### config.mk
export PLATFORM = sky130hd
export DESIGN_NAME = i2c_scl_gen
export DESIGN_NICKNAME = d
export VERILOG_FILES = /design/src/rtl/i2c_scl_pkg.sv /design/src/rtl/scl_timing.sv /design/src/rtl/scl_phase_ctr.sv /design/src/rtl/i2c_scl_gen.sv
export SDC_FILE = /design/constraint.sdc
export NUM_CORES = 1
export LEC_CHECK = 0
export ABC_CLOCK_PERIOD_IN_PS = 3200
export BUFFER_PORTS_ARGS = -buffer_cell sky130_fd_sc_hd__buf_4
export CAP_MARGIN = 20
export CORE_AREA = 2 2 88 90
export DETAILED_ROUTE_END_ITERATION = 12
export DIE_AREA = 0 0 90 92
export PLACE_DENSITY = 0.55
export SLEW_MARGIN = 10
export SYNTH_ARGS = -nofsm -noshare
export SYNTH_HDL_FRONTEND = slang
export SYNTH_SLANG_ARGS = --single-unit
### constraint.sdc
create_clock -name clk -period 3.2 [get_ports clk]
set_input_delay 0.32 -clock clk [delete_from_list [all_inputs] [get_ports clk]]
set_output_delay 0.32 -clock clk [all_outputs]
set_load 0.02 [all_outputs]
### src/rtl/i2c_scl_pkg.sv
package i2c_scl_pkg;
    typedef enum logic [1:0] {
        ST_IDLE = 2'd0,
        ST_HIGH = 2'd1,
        ST_LOW  = 2'd2,
        ST_DONE = 2'd3
    } scl_state_e;
endpackage

### src/rtl/scl_timing.sv
// Derives phase lengths and legality from the rate code and mode.
module scl_timing #(
    parameter int RATE_W       = 5,
    parameter int PH_W         = RATE_W + 3,
    parameter int MIN_STD      = 5,
    parameter int MIN_FAST     = 3,
    parameter int SPECIAL_CODE = 5,
    parameter int SPECIAL_HI   = 4,
    parameter int SPECIAL_LO   = 6
) (
    input  logic [RATE_W-1:0] rate,
    input  logic              fast_mode,
    output logic              legal,
    output logic [PH_W-1:0]   hi_len,
    output logic [PH_W-1:0]   lo_len
);
    logic [PH_W-1:0] period;

    always_comb begin
        if (fast_mode) begin
            period = PH_W'({rate, 2'b00});
            legal  = (int'(rate) >= MIN_FAST);
        end else begin
            period = PH_W'({rate, 3'b000});
            legal  = (int'(rate) >= MIN_STD);
        end
        if (fast_mode && (int'(rate) == SPECIAL_CODE)) begin
            hi_len = PH_W'(SPECIAL_HI);
            lo_len = PH_W'(SPECIAL_LO);
        end else begin
            hi_len = period >> 1;
            lo_len = period - (period >> 1);
        end
    end
endmodule

### src/rtl/scl_phase_ctr.sv
// Counts system clocks inside one SCL phase.
module scl_phase_ctr #(
    parameter int PH_W = 8
) (
    input  logic            clk,
    input  logic            rst_n,
    input  logic            clr,
    output logic [PH_W-1:0] cnt
);
    always_ff @(posedge clk or negedge rst_n) begin
        if (!rst_n)   cnt <= '0;
        else if (clr) cnt <= '0;
        else          cnt <= cnt + 1'b1;
    end
endmodule

### src/rtl/i2c_scl_gen.sv
module i2c_scl_gen
    import i2c_scl_pkg::*;
#(
    parameter int RATE_W = 5,
    parameter int CNT_W  = 3
) (
    input  logic              clk,
    input  logic              rst_n,
    input  logic              en,
    input  logic [RATE_W-1:0] rate,
    input  logic              fast_mode,
    input  logic              ack_clk_en,
    input  logic              ack_nak,
    input  logic              start,
    input  logic [CNT_W-1:0]  bit_cnt,
    output logic              scl,
    output logic              bit_stb,
    output logic              sda_ack,
    output logic              done
);
    localparam int PH_W   = RATE_W + 3;
    localparam int BITS_W = CNT_W + 1;

    scl_state_e        state;
    logic [PH_W-1:0]   hi_q, lo_q, cnt, hi_calc, lo_calc;
    logic [BITS_W-1:0] bits_q;
    logic              legal, ack_en_q, nak_q, ack_ph;
    logic              hi_end, lo_end, cnt_clr;

    scl_timing #(.RATE_W(RATE_W), .PH_W(PH_W)) u_timing (
        .rate(rate), .fast_mode(fast_mode), .legal(legal),
        .hi_len(hi_calc), .lo_len(lo_calc)
    );

    assign hi_end  = (state == ST_HIGH) && (cnt == hi_q - 1'b1);
    assign lo_end  = (state == ST_LOW)  && (cnt == lo_q - 1'b1);
    assign cnt_clr = !en || hi_end || lo_end ||
                     (state == ST_IDLE) || (state == ST_DONE);

    scl_phase_ctr #(.PH_W(PH_W)) u_ctr (
        .clk(clk), .rst_n(rst_n), .clr(cnt_clr), .cnt(cnt)
    );

    // State register and captured burst settings
    always_ff @(posedge clk or negedge rst_n) begin
        if (!rst_n) begin
            state    <= ST_IDLE;
            hi_q     <= '0;
            lo_q     <= '0;
            bits_q   <= '0;
            ack_en_q <= 1'b0;
            nak_q    <= 1'b1;
            ack_ph   <= 1'b0;
        end else if (!en) begin
            state  <= ST_IDLE;
            ack_ph <= 1'b0;
        end else begin
            unique case (state)
                ST_IDLE: begin
                    if (start && legal) begin
                        state    <= ST_HIGH;
                        hi_q     <= hi_calc;
                        lo_q     <= lo_calc;
                        bits_q   <= (bit_cnt == '0) ? BITS_W'(1 << CNT_W)
                                                    : BITS_W'(bit_cnt);
                        ack_en_q <= ack_clk_en;
                        nak_q    <= ack_nak;
                        ack_ph   <= 1'b0;
                    end
                end
                ST_HIGH: begin
                    if (hi_end) state <= ST_LOW;
                end
                ST_LOW: begin
                    if (lo_end) begin
                        if (ack_ph) begin
                            state <= ST_DONE;
                        end else if (bits_q == BITS_W'(1)) begin
                            if (ack_en_q) begin
                                ack_ph <= 1'b1;
                                state  <= ST_HIGH;
                            end else begin
                                state  <= ST_DONE;
                            end
                        end else begin
                            bits_q <= bits_q - 1'b1;
                            state  <= ST_HIGH;
                        end
                    end
                end
                ST_DONE: begin
                    state  <= ST_IDLE;
                    ack_ph <= 1'b0;
                end
                default: state <= ST_IDLE;
            endcase
        end
    end

    // Outputs decoded from the state
    always_comb begin
        scl     = 1'b1;
        bit_stb = 1'b0;
        sda_ack = 1'b1;
        done    = 1'b0;
        unique case (state)
            ST_IDLE: ;
            ST_HIGH: begin
                bit_stb = (cnt == '0) && !ack_ph;
                if (ack_ph) sda_ack = nak_q;
            end
            ST_LOW: begin
                scl = 1'b0;
                if (ack_ph) sda_ack = nak_q;
            end
            ST_DONE: done = 1'b1;
            default: ;
        endcase
    end
endmodule

==> metrics.yaml, run 1 <==
status:
  status: "finished clean"
route:
  ant_nets: 0
  wl_um: 4550
  wl_per_cell_um: 12.5
  first_iter_violations: 54
  drt_first_pass_iters: 4
  drc: 0
  avgViaCountPerCell: 4.84
  route.vias.total: 1757
cts:
  postCtsSetupBuffers: 0
  cts_buffer_depth: 2
  cts_tree: "built"
  hold_buffers: 1
  root_buffer: "clkbuf_8"
  path_clk_slew_ns: 0.07
  clock-sinks: 30
  cts.repair.resized: 0
  htreeDepth: 2
  cts_buffers: 5
  clk_latency_ns: 0.28
synth:
  synthArstFlopShare: 1.00
  synth-main-ff-cell: "dfrtp_1"
  yosysSeqAreaShare: 0.353
  ys_types: 46
  syn_area_um2: 2130
  syn_inst: 240
  synth_seq_cells: 30
  syn-num-nets: 270
  synth_edf_count: 0
  syn_area_per_cell_um2: 8.88
  yosysWarningCount: 0
global_route:
  grt_pass1_wl_um: 8170
  antenna_found_initial: 0
  overflow: 0
  grt_pass1_vias: 1695
  grt_use_total: 0.121
  grt_start_max_net_pins: 31
finish:
  layout_common_cells: "dfrtp_1, nand2_1, inv_1, buf_4, nor2_1"
  n_antenna_cell: 0
  area_growth_pct: 17.1
  fill_cells: 806
  design_area_um2: 2500
  nets: 290
  drive_gt1_frac: 0.126
  layout_commonest_cell: "dfrtp_1"
setup_path:
  crit_type: "reg -> reg"
  worst_ep_arrival_time_ns: 2.70
  worstPathMaxFanout: 8
  worstSetupEndpointType: "flop"
  crit_required_ns: 3.42
  r2r_cells: 7
  crit_path_start_kind: "flop"
placement:
  placed_area_um2: 2370
  place_hpwl_um: 3470
  place_congestion: 0.743
  numPortBuffers: 18
floorplan:
  dieHeight_um: 92
  initial_core_util: 0.286
  num_io_pins: 19
  die_w_um: 90
  die_area_um2: 8280
  rows: 32
  coreArea_um2: 7450
sta:
  max_slew_margin: 0.502
  setup_viol: 0
  skew_ns: 0.00644
  min_period_over_period: 0.775
  slew_viol_final: 0
  rsz0062_at_grt: "no"
  period_needed_ns: 2.48
  fin_setup_tns_ns: 0
  tightest_slew_ns: 0.742
  max_freq_mhz: 403
  hold_violations: 0
min_path:
  whs_path_depth: 2
  hold_class: "in -> reg"
pwr:
  power.switching_mw: 0.698
  swShare: 0.385
  p_leak_nw: 1.15
  internal-power_mw: 1.12
  p_per_area_nw_per_um2: 726
  p_comb_frac: 0.407
  seqPwrFrac: 0.375
  pwr-share-clk: 0.218
  vdd_drop_max_v: 0.000215
job:
  cap_violations: 0
==> final timing paths <==
kind	slack, ns	from	to
max	0.72	lo_q[1]	state[0]
min	0.27	ack_clk_en	ack_en_q
max reg2reg	0.72	lo_q[1]	state[0]
min reg2reg	0.53	hi_q[6]	hi_q[6]
max in group asynchronous	2.38	rst_n	nak_q
min in group asynchronous	0.50	rst_n	u_ctr.cnt[7]
==> Yosys cell counts (2+ instances only) <==
cell type	number	area (um^2)
a21o_1	6	45.0
mux2i_1	6	60.1
a31oi_1	2	12.5
nor2_1	17	63.8
nor3_1	8	40.0
xnor2_1	12	105
a21oi_1	9	45.0
mux2_2	2	22.5
xor2_1	14	123
nand4_1	3	18.8
nor4_1	3	18.8
nand2_1	21	78.8
nand3_1	8	40.0
nand3b_1	5	37.5
nand2b_1	4	25.0
and3_1	6	37.5
o22ai_1	2	12.5
dfrtp_1	29	726
inv_1	20	75.1
a22oi_1	2	15.0
o31ai_1	5	37.5
clkbuf_1	5	18.8
or3_1	3	18.8
or4_1	2	15.0
ha_1	15	188
o21ai_0	11	55.1
==> cells by family after synthesis <==
group,after synthesis,share of synthesized area
AOI/OAI and AO/OA,50,0.162
xor gates and xnor gates,26,0.107
adders and majority gates,15,0.0880
buffers and inverters,27,0.0499
DFF,30,0.353
muxes,8,0.0387
and+or+nand+nor,84,0.202
==> area by class of cell <==
class / count / area, um^2 / area share
clock buffer: 7 / 86.3 / 0.0346
multi-input combinational: 183 / 1270 / 0.510
tap: 102 / 128 / 0.0511
timing repair buffer: 20 / 153 / 0.0611
sequential: 30 / 752 / 0.301
clock inverter: 1 / 30.0 / 0.0120
inverter: 20 / 75.1 / 0.0301
==> per-layer routing <==
| metal | routed length [um] | global-route usage | up-vias |
|---|---|---|---|
| li1 | - | - | 887 |
| met1 | 2260 | 0.168 | 832 |
| met2 | 2060 | 0.187 | 32 |
| met3 | 132 | 0.0222 | 6 |
| met4 | 97 | 0.0474 | 0 |
| met5 | 0 | 0 | - |
==> sequential cells by signal (all words and copies together), names as in the netlist <==
name,cells
u_ctr.cnt,8
lo_q,7
hi_q,6
bits_q,4
state,2
ack_en_q,1
ack_ph,1
nak_q,1
==> worst max-delay path, stage by stage (launching register included) <==
cell and delay, ns:
dfrtp_1 0.43, or4_1 0.52, or3_1 0.33, a211oi_2 0.25, o211a_4 0.25, a21oi_2 0.09
or4_1 0.46, nand2_1 0.08
==> power by group through the flow <==
stage	clock, mW	sequential [mW]	combinational, mW
after global placement	0	0.686	0.730
after detailed placement	0	0.689	0.744
after floorplan	0	0.637	0.592
after global routing	0.419	0.708	0.853
after CTS	0.404	0.683	0.748
final	0.395	0.681	0.739
==> stage by stage <==
step / power (mW) / util / hold slack [ns] / worst slack [ns] / instances
5_1_grt: 1.98 / 0.335 / 0.265 / 0.586 / 363
3_3_place_gp: 1.42 / 0.318 / 0.273 / 0.774 / 354
2_1_floorplan: 1.23 / - / 0.0244 / 0.871 / 240
3_5_place_dp: 1.43 / 0.318 / 0.277 / 0.742 / 354
6_report: 1.81 / 0.335 / 0.269 / 0.720 / 363
4_1_cts: 1.84 / 0.335 / 0.265 / 0.725 / 363
Power figures use the tool's default switching activity.
==> inputs of run 2 (changes only) <==
--- a/config.mk
+++ b/config.mk
@@ -5,13 +5,13 @@
 export SDC_FILE = /design/constraint.sdc
 export NUM_CORES = 1
 export LEC_CHECK = 0
-export ABC_CLOCK_PERIOD_IN_PS = 3200
+export ABC_CLOCK_PERIOD_IN_PS = 2100
 export BUFFER_PORTS_ARGS = -buffer_cell sky130_fd_sc_hd__buf_4
 export CAP_MARGIN = 20
 export CORE_AREA = 2 2 88 90
 export DETAILED_ROUTE_END_ITERATION = 12
 export DIE_AREA = 0 0 90 92
-export PLACE_DENSITY = 0.55
+export PLACE_DENSITY = 0.56
 export SLEW_MARGIN = 10
 export SYNTH_ARGS = -nofsm -noshare
 export SYNTH_HDL_FRONTEND = slang
==> constraint.sdc (replaced) <==
create_clock -name clk -period 2.1 [get_ports clk]
set_input_delay 0.21 -clock clk [delete_from_list [all_inputs] [get_ports clk]]
set_output_delay 0.21 -clock clk [all_outputs]
set_load 0.02 [all_outputs]
==> metrics.yaml, run 2 (synthesis gave the netlist of run 1 again) <==
setup_path:
  worstPathCellList: "or4_1 -> or3_1 -> a211oi_2 -> o211a_4 -> a21oi_4 -> or4_1 -> nand2_1"
  cpLargestDelayFamily: "simple AND/OR/NAND/NOR gates"
  crit_path_start_kind: "flop"
  worstSetupEndpointType: "flop"
  worst_ep_arrival_time_ns: 2.56  # -0.14 ns
  cp_common_cell: "or4_1"
  critPathMaxStageDelay_ns: 0.52  # about the same
  crit_required_ns: 2.32  # -1.10 ns
  worstPathMaxFanout: 2  # -6
  crit_type: "reg -> reg"
  cp_num_buf_inv: 0  # unchanged
  crit_path_top_delay_cell: "or4_1"
floorplan:
  coreArea_um2: 7450  # unchanged
  die_area_um2: 8280  # unchanged
  num_io_pins: 19  # unchanged
  dieHeight_um: 92  # unchanged
  rows: 32  # unchanged
  die_w_um: 90  # unchanged
  initial_core_util: 0.286  # unchanged
sta:
  hold_ws_ns: 0.166  # -0.103 ns
  tightest_slew_ns: 0.672  # -0.0699 ns
  period_needed_ns: 2.34  # -0.141 ns
  min_period_over_period: 1.11  # +0.339
  finalWorstSetupSlack_ns: -0.239  # -0.959 ns
  hold_violations: 0  # unchanged
  max_slew_margin: 0.548  # +0.0467
  skew_ns: 0.00590  # -0.000541 ns
  rsz0062_at_grt: "yes"
  fin_setup_tns_ns: -2.36  # -2.36 ns
  max_freq_mhz: 428  # +6.0%
  setup_viol: 15  # +15
  slew_viol_final: 0  # unchanged
finish:
  largestRegisters: "u_ctr.cnt (8), lo_q (7), hi_q (6)"
  n_antenna_cell: 0  # unchanged
  nets: 326  # +12%
  top_register: "u_ctr.cnt"
  layout_commonest_cell: "buf_4"
  layout_common_cells: "buf_4, dfrtp_1, inv_1, nand2_1, ha_1"
  area_growth_pct: 34.9
  largest_reg_flops: 8  # unchanged
  finalNonFillerCells: 399  # +9.9%
  drive_gt1_frac: 0.266  # +0.140
  multi_input_area_um2: 1360  # +6.4%
  fill_cells: 784  # -2.7%
  regArea_um2: 752  # unchanged
global_route:
  antenna_found_initial: 0  # unchanged
  grt_start_max_net_pins: 31  # unchanged
  overflow: 0  # unchanged
  grt_use_total: 0.125  # +0.00353
  grt_pass1_vias: 1818  # +7.3%
  grt_pass1_wl_um: 8500  # +4.1%
status:
  violations: "negative setup slack"
  status: "finished with violations"
placement:
  dp_cells: 385  # +8.8%
  numPortBuffers: 18  # unchanged
  place_hpwl_um: 3870  # +11%
  detailedPlace.worstSlack_ns: -0.228  # -0.970 ns
  place_congestion: 0.794  # +6.8%
pwr:
  p_per_area_nw_per_um2: 1090  # +49%
  vdd_drop_max_v: 0.000390  # +81%
  power.total_mw: 3.12  # +72%
  p_leak_nw: 1.35  # +17%
route:
  first_iter_violations: 53  # -1.9%
  drt_first_pass_iters: 4  # unchanged
  ant_nets: 0  # unchanged
  wl_per_cell_um: 12.7  # +0.89%
  route.vias.total: 1883  # +7.2%
  avgViaCountPerCell: 4.72  # -2.5%
  wl_um: 5050  # +11%
  drc: 0  # unchanged
cts:
  root_buffer: "clkbuf_8"
  cts_tree: "built"
  clock-sinks: 30  # unchanged
  cts_buffer_depth: 2  # unchanged
  clk_latency_ns: 0.28  # about the same
  cts_buffers: 5  # unchanged
  path_clk_slew_ns: 0.07  # about the same
  htreeDepth: 2  # unchanged
min_path:
  hold_class: "in -> reg"
job:
  cap_violations: 0  # unchanged
run 2: cell count changes in the layout (fill, tap and decap cells not counted), moves of 2 or more:
| cell | change |
|---|---|
| a21oi_1 | -2 |
| nand2_1 | -2 |
| buf_12 | +2 |
| buf_6 | +3 |
| nor2_2 | +3 |
| buf_4 | +31 |
| nor2_1 | -3 |
| nand2_8 | +2 |
run 2: area by class of cell:
cell class                 count  area share
clock buffer                   7      0.0265
clock inverter                 1      0.0104
multi-input combinational    183       0.471
sequential                    30       0.262
timing repair buffer          56       0.160
inverter                      20      0.0261
tap                          102      0.0444
run 2: worst paths after layout:
| check | start | end | slack (ns) | cells past startpoint |
|---|---|---|---|---|
| hold reg to reg | hi_q[1] | hi_q[1] | 0.54 | 2 |
| setup reg to reg | lo_q[2] | state[0] | -0.24 | 7 |
| min in group asynchronous | rst_n | u_ctr.cnt[4] | 0.42 | 2 |
| max in group asynchronous | rst_n | nak_q | 1.36 | 2 |
| hold / removal | ack_clk_en | ack_en_q | 0.17 | 2 |
| setup / recovery | lo_q[2] | state[0] | -0.24 | 7 |
run 2: what timing repair did:
item,CTS,global route
setup buffers,5,1
gates resized for setup,13,8
pin swaps,7,4
hold buffers,1,0
endpoints found under the setup margin,15,15
endpoints found under the hold margin,29,0
run 2: per-layer routing:
metal | global-route usage | vias up | share of wire
met5 | 0 | - | 0
met4 | 0.0231 | 0 | 0.0095
met3 | 0.0255 | 5 | 0.027
met2 | 0.203 | 27 | 0.47
met1 | 0.173 | 893 | 0.50
li1 | - | 958 | -
run 2: report_power, final:
| group | total (mW) | switching (mW) | internal (mW) |
|---|---|---|---|
| Clock | 0.568 | 0.214 | 0.355 |
| Sequential | 0.957 | 0.170 | 0.787 |
| Combinational | 1.60 | 0.794 | 0.803 |
| Total | 3.12 | 1.18 | 1.95 |
run 2: metrics by stage:
step                      cell area [um^2]  utilization
after detailed placement              2620        0.351
after global routing                  2880        0.386
after CTS                             2840        0.381
after floorplan                       2130            -
final                                 2880        0.386
after global placement                2620        0.351
==> inputs of run 3 (changes only) <==
==> constraint.sdc (replaced) <==
create_clock -name clk -period 2.1 [get_ports clk]
set_input_delay 0.42 -clock clk [delete_from_list [all_inputs] [get_ports clk]]
set_output_delay 0.42 -clock clk [all_outputs]
set_load 0.02 [all_outputs]
==> metrics.yaml, run 3 (synthesis gave the netlist of run 1 again) <==
finish:
  top_register: "u_ctr.cnt"
  n_antenna_cell: 0  # unchanged
  finalNonFillerCells: 401  # +0.50%
  largestRegisters: "u_ctr.cnt (8), lo_q (7), hi_q (6)"
  layout_commonest_cell: "buf_4"
  nets: 328  # +0.61%
  largest_reg_flops: 8  # unchanged
  design_area_um2: 2900  # +0.70%
  drive_gt1_frac: 0.304  # +0.0384
  layout_common_cells: "buf_4, dfrtp_1, inv_1, nand2_1, nor2_1"
  area_growth_pct: 35.8
sta:
  rsz0062_at_grt: "yes"
  min_period_over_period: 1.10  # -0.0118
  skew_ns: 0.00558  # -0.000320 ns
  hold_violations: 0  # unchanged
  slew_viol_final: 0  # unchanged
  max_freq_mhz: 432  # +1.1%
  hold_ws_ns: 0.0648  # -0.101 ns
  fin_setup_tns_ns: -1.90  # +0.465 ns
  tightest_slew_ns: 0.458  # -0.214 ns
  max_slew_margin: 0.692  # +0.144
  period_needed_ns: 2.31  # -0.0248 ns
  finalWorstSetupSlack_ns: -0.214  # +0.0248 ns
  setup_viol: 15  # unchanged
setup_path:
  worst_ep_arrival_time_ns: 2.53  # -0.03 ns
  worstPathCellList: "or4_4 -> or3_1 -> a211oi_2 -> o211a_4 -> a21oi_2 -> or4_1 -> nand2_1"
  crit_type: "reg -> reg"
  crit_required_ns: 2.32  # about the same
  worstSetupEndpointType: "flop"
  crit_start: "lo_q[2]"
  crit_path_start_kind: "flop"
  crit_path_top_delay_cell: "or4_4"
  cp_num_buf_inv: 0  # unchanged
  critPathMaxStageDelay_ns: 0.53  # about the same
  worstPathMaxFanout: 4  # +2
  regToRegStartpoint: "lo_q[2]"
  cpLargestDelayFamily: "simple AND/OR/NAND/NOR gates"
job:
  cap_violations: 0  # unchanged
cts:
  path_clk_slew_ns: 0.07  # about the same
  cts_buffers: 5  # unchanged
  htreeDepth: 2  # unchanged
  cts_buffer_depth: 2  # unchanged
  clk_latency_ns: 0.28  # about the same
  hold_buffers: 0  # -1
  root_buffer: "clkbuf_8"
  cts_tree: "built"
  clock-sinks: 30  # unchanged
floorplan:
  die_w_um: 90  # unchanged
  num_io_pins: 19  # unchanged
  dieHeight_um: 92  # unchanged
  initial_core_util: 0.286  # unchanged
  die_area_um2: 8280  # unchanged
  coreArea_um2: 7450  # unchanged
  rows: 32  # unchanged
route:
  avgViaCountPerCell: 4.71  # -0.29%
  drc: 0  # unchanged
  wl_um: 5110  # +1.2%
  first_iter_violations: 73  # +38%
  route.vias.total: 1887  # +0.21%
  wl_per_cell_um: 12.7  # +0.66%
  ant_nets: 0  # unchanged
  drt_first_pass_iters: 4  # unchanged
pwr:
  vdd_drop_max_v: 0.000379  # -2.7%
  p_leak_nw: 1.38  # +2.5%
  power.total_mw: 3.00  # -3.8%
  p_per_area_nw_per_um2: 1040  # -4.4%
global_route:
  grt_use_total: 0.128  # +0.00338
  antenna_found_initial: 0  # unchanged
  grt_pass1_wl_um: 8680  # +2.1%
  overflow: 0  # unchanged
  grt_pass1_vias: 1784  # -1.9%
  grt_start_max_net_pins: 31  # unchanged
placement:
  place_congestion: 0.790  # -0.40%
  dp_cells: 384  # -0.26%
  placed_area_um2: 2620  # +0.19%
  place_hpwl_um: 3790  # -2.0%
  numPortBuffers: 18  # unchanged
status:
  violations: "negative setup slack"
  status: "finished with violations"
min_path:
  hold_class: "in -> async"
## run 3: changes by cell type in the layout (fill, tap and decap cells not counted), moves of 2 or more
cell and delta:
nor3_2 +2, nand2_4 +2, dfrtp_1 -3, nand2_8 -2, buf_4 +3, nor2_2 -3
dfrtp_2 +3, nor2_1 +3, nor3_1 -2
## run 3: what timing repair did
item	4_1_cts	5_1_grt
pin swaps	5	7
setup endpoints to repair	15	17
resized for setup	12	15
buffers inserted	4	7
## run 3: cell type report
type,instances,area (um^2)
flip-flops and latches,30,756
well taps,102,128
fillers,782,4550
clock buffers,7,86.3
multi-input cells,183,1380
repair buffers,58,463
inverters,20,75.1
clock inverters,1,5.00
## run 3: path summary, 6_finish.rpt
check	to	slack, ns	depth (start not counted)
worst min register to register	lo_q[6]	0.54	2
worst min-delay path	bits_q[1]	0.06	1
worst max-delay path	state[0]	-0.21	7
min in group clk	nak_q	0.37	2
max in group asynchronous	nak_q	1.71	1
worst max register to register	state[0]	-0.21	7
## run 3: routing by layer
metal  wire, um  GRT usage  up-vias
met5          0          0        -
met4         42     0.0346        0
met3         97     0.0173        5
met2       2460      0.211       22
met1       2510      0.177      894
li1           -          -      966
## run 3: power breakdown
group	internal (mW)	total [mW]	switching, mW
Sequential	0.788	0.972	0.185
Combinational	0.771	1.55	0.783
Clock	0.264	0.478	0.214
## run 3: through the flow
step / setup WS (ns) / util
after detailed placement: -0.283 / 0.352
after CTS: -0.235 / 0.376
final: -0.214 / 0.389
after global routing: -0.294 / 0.389
after global placement: -0.180 / 0.352
after floorplan: -0.194 / -
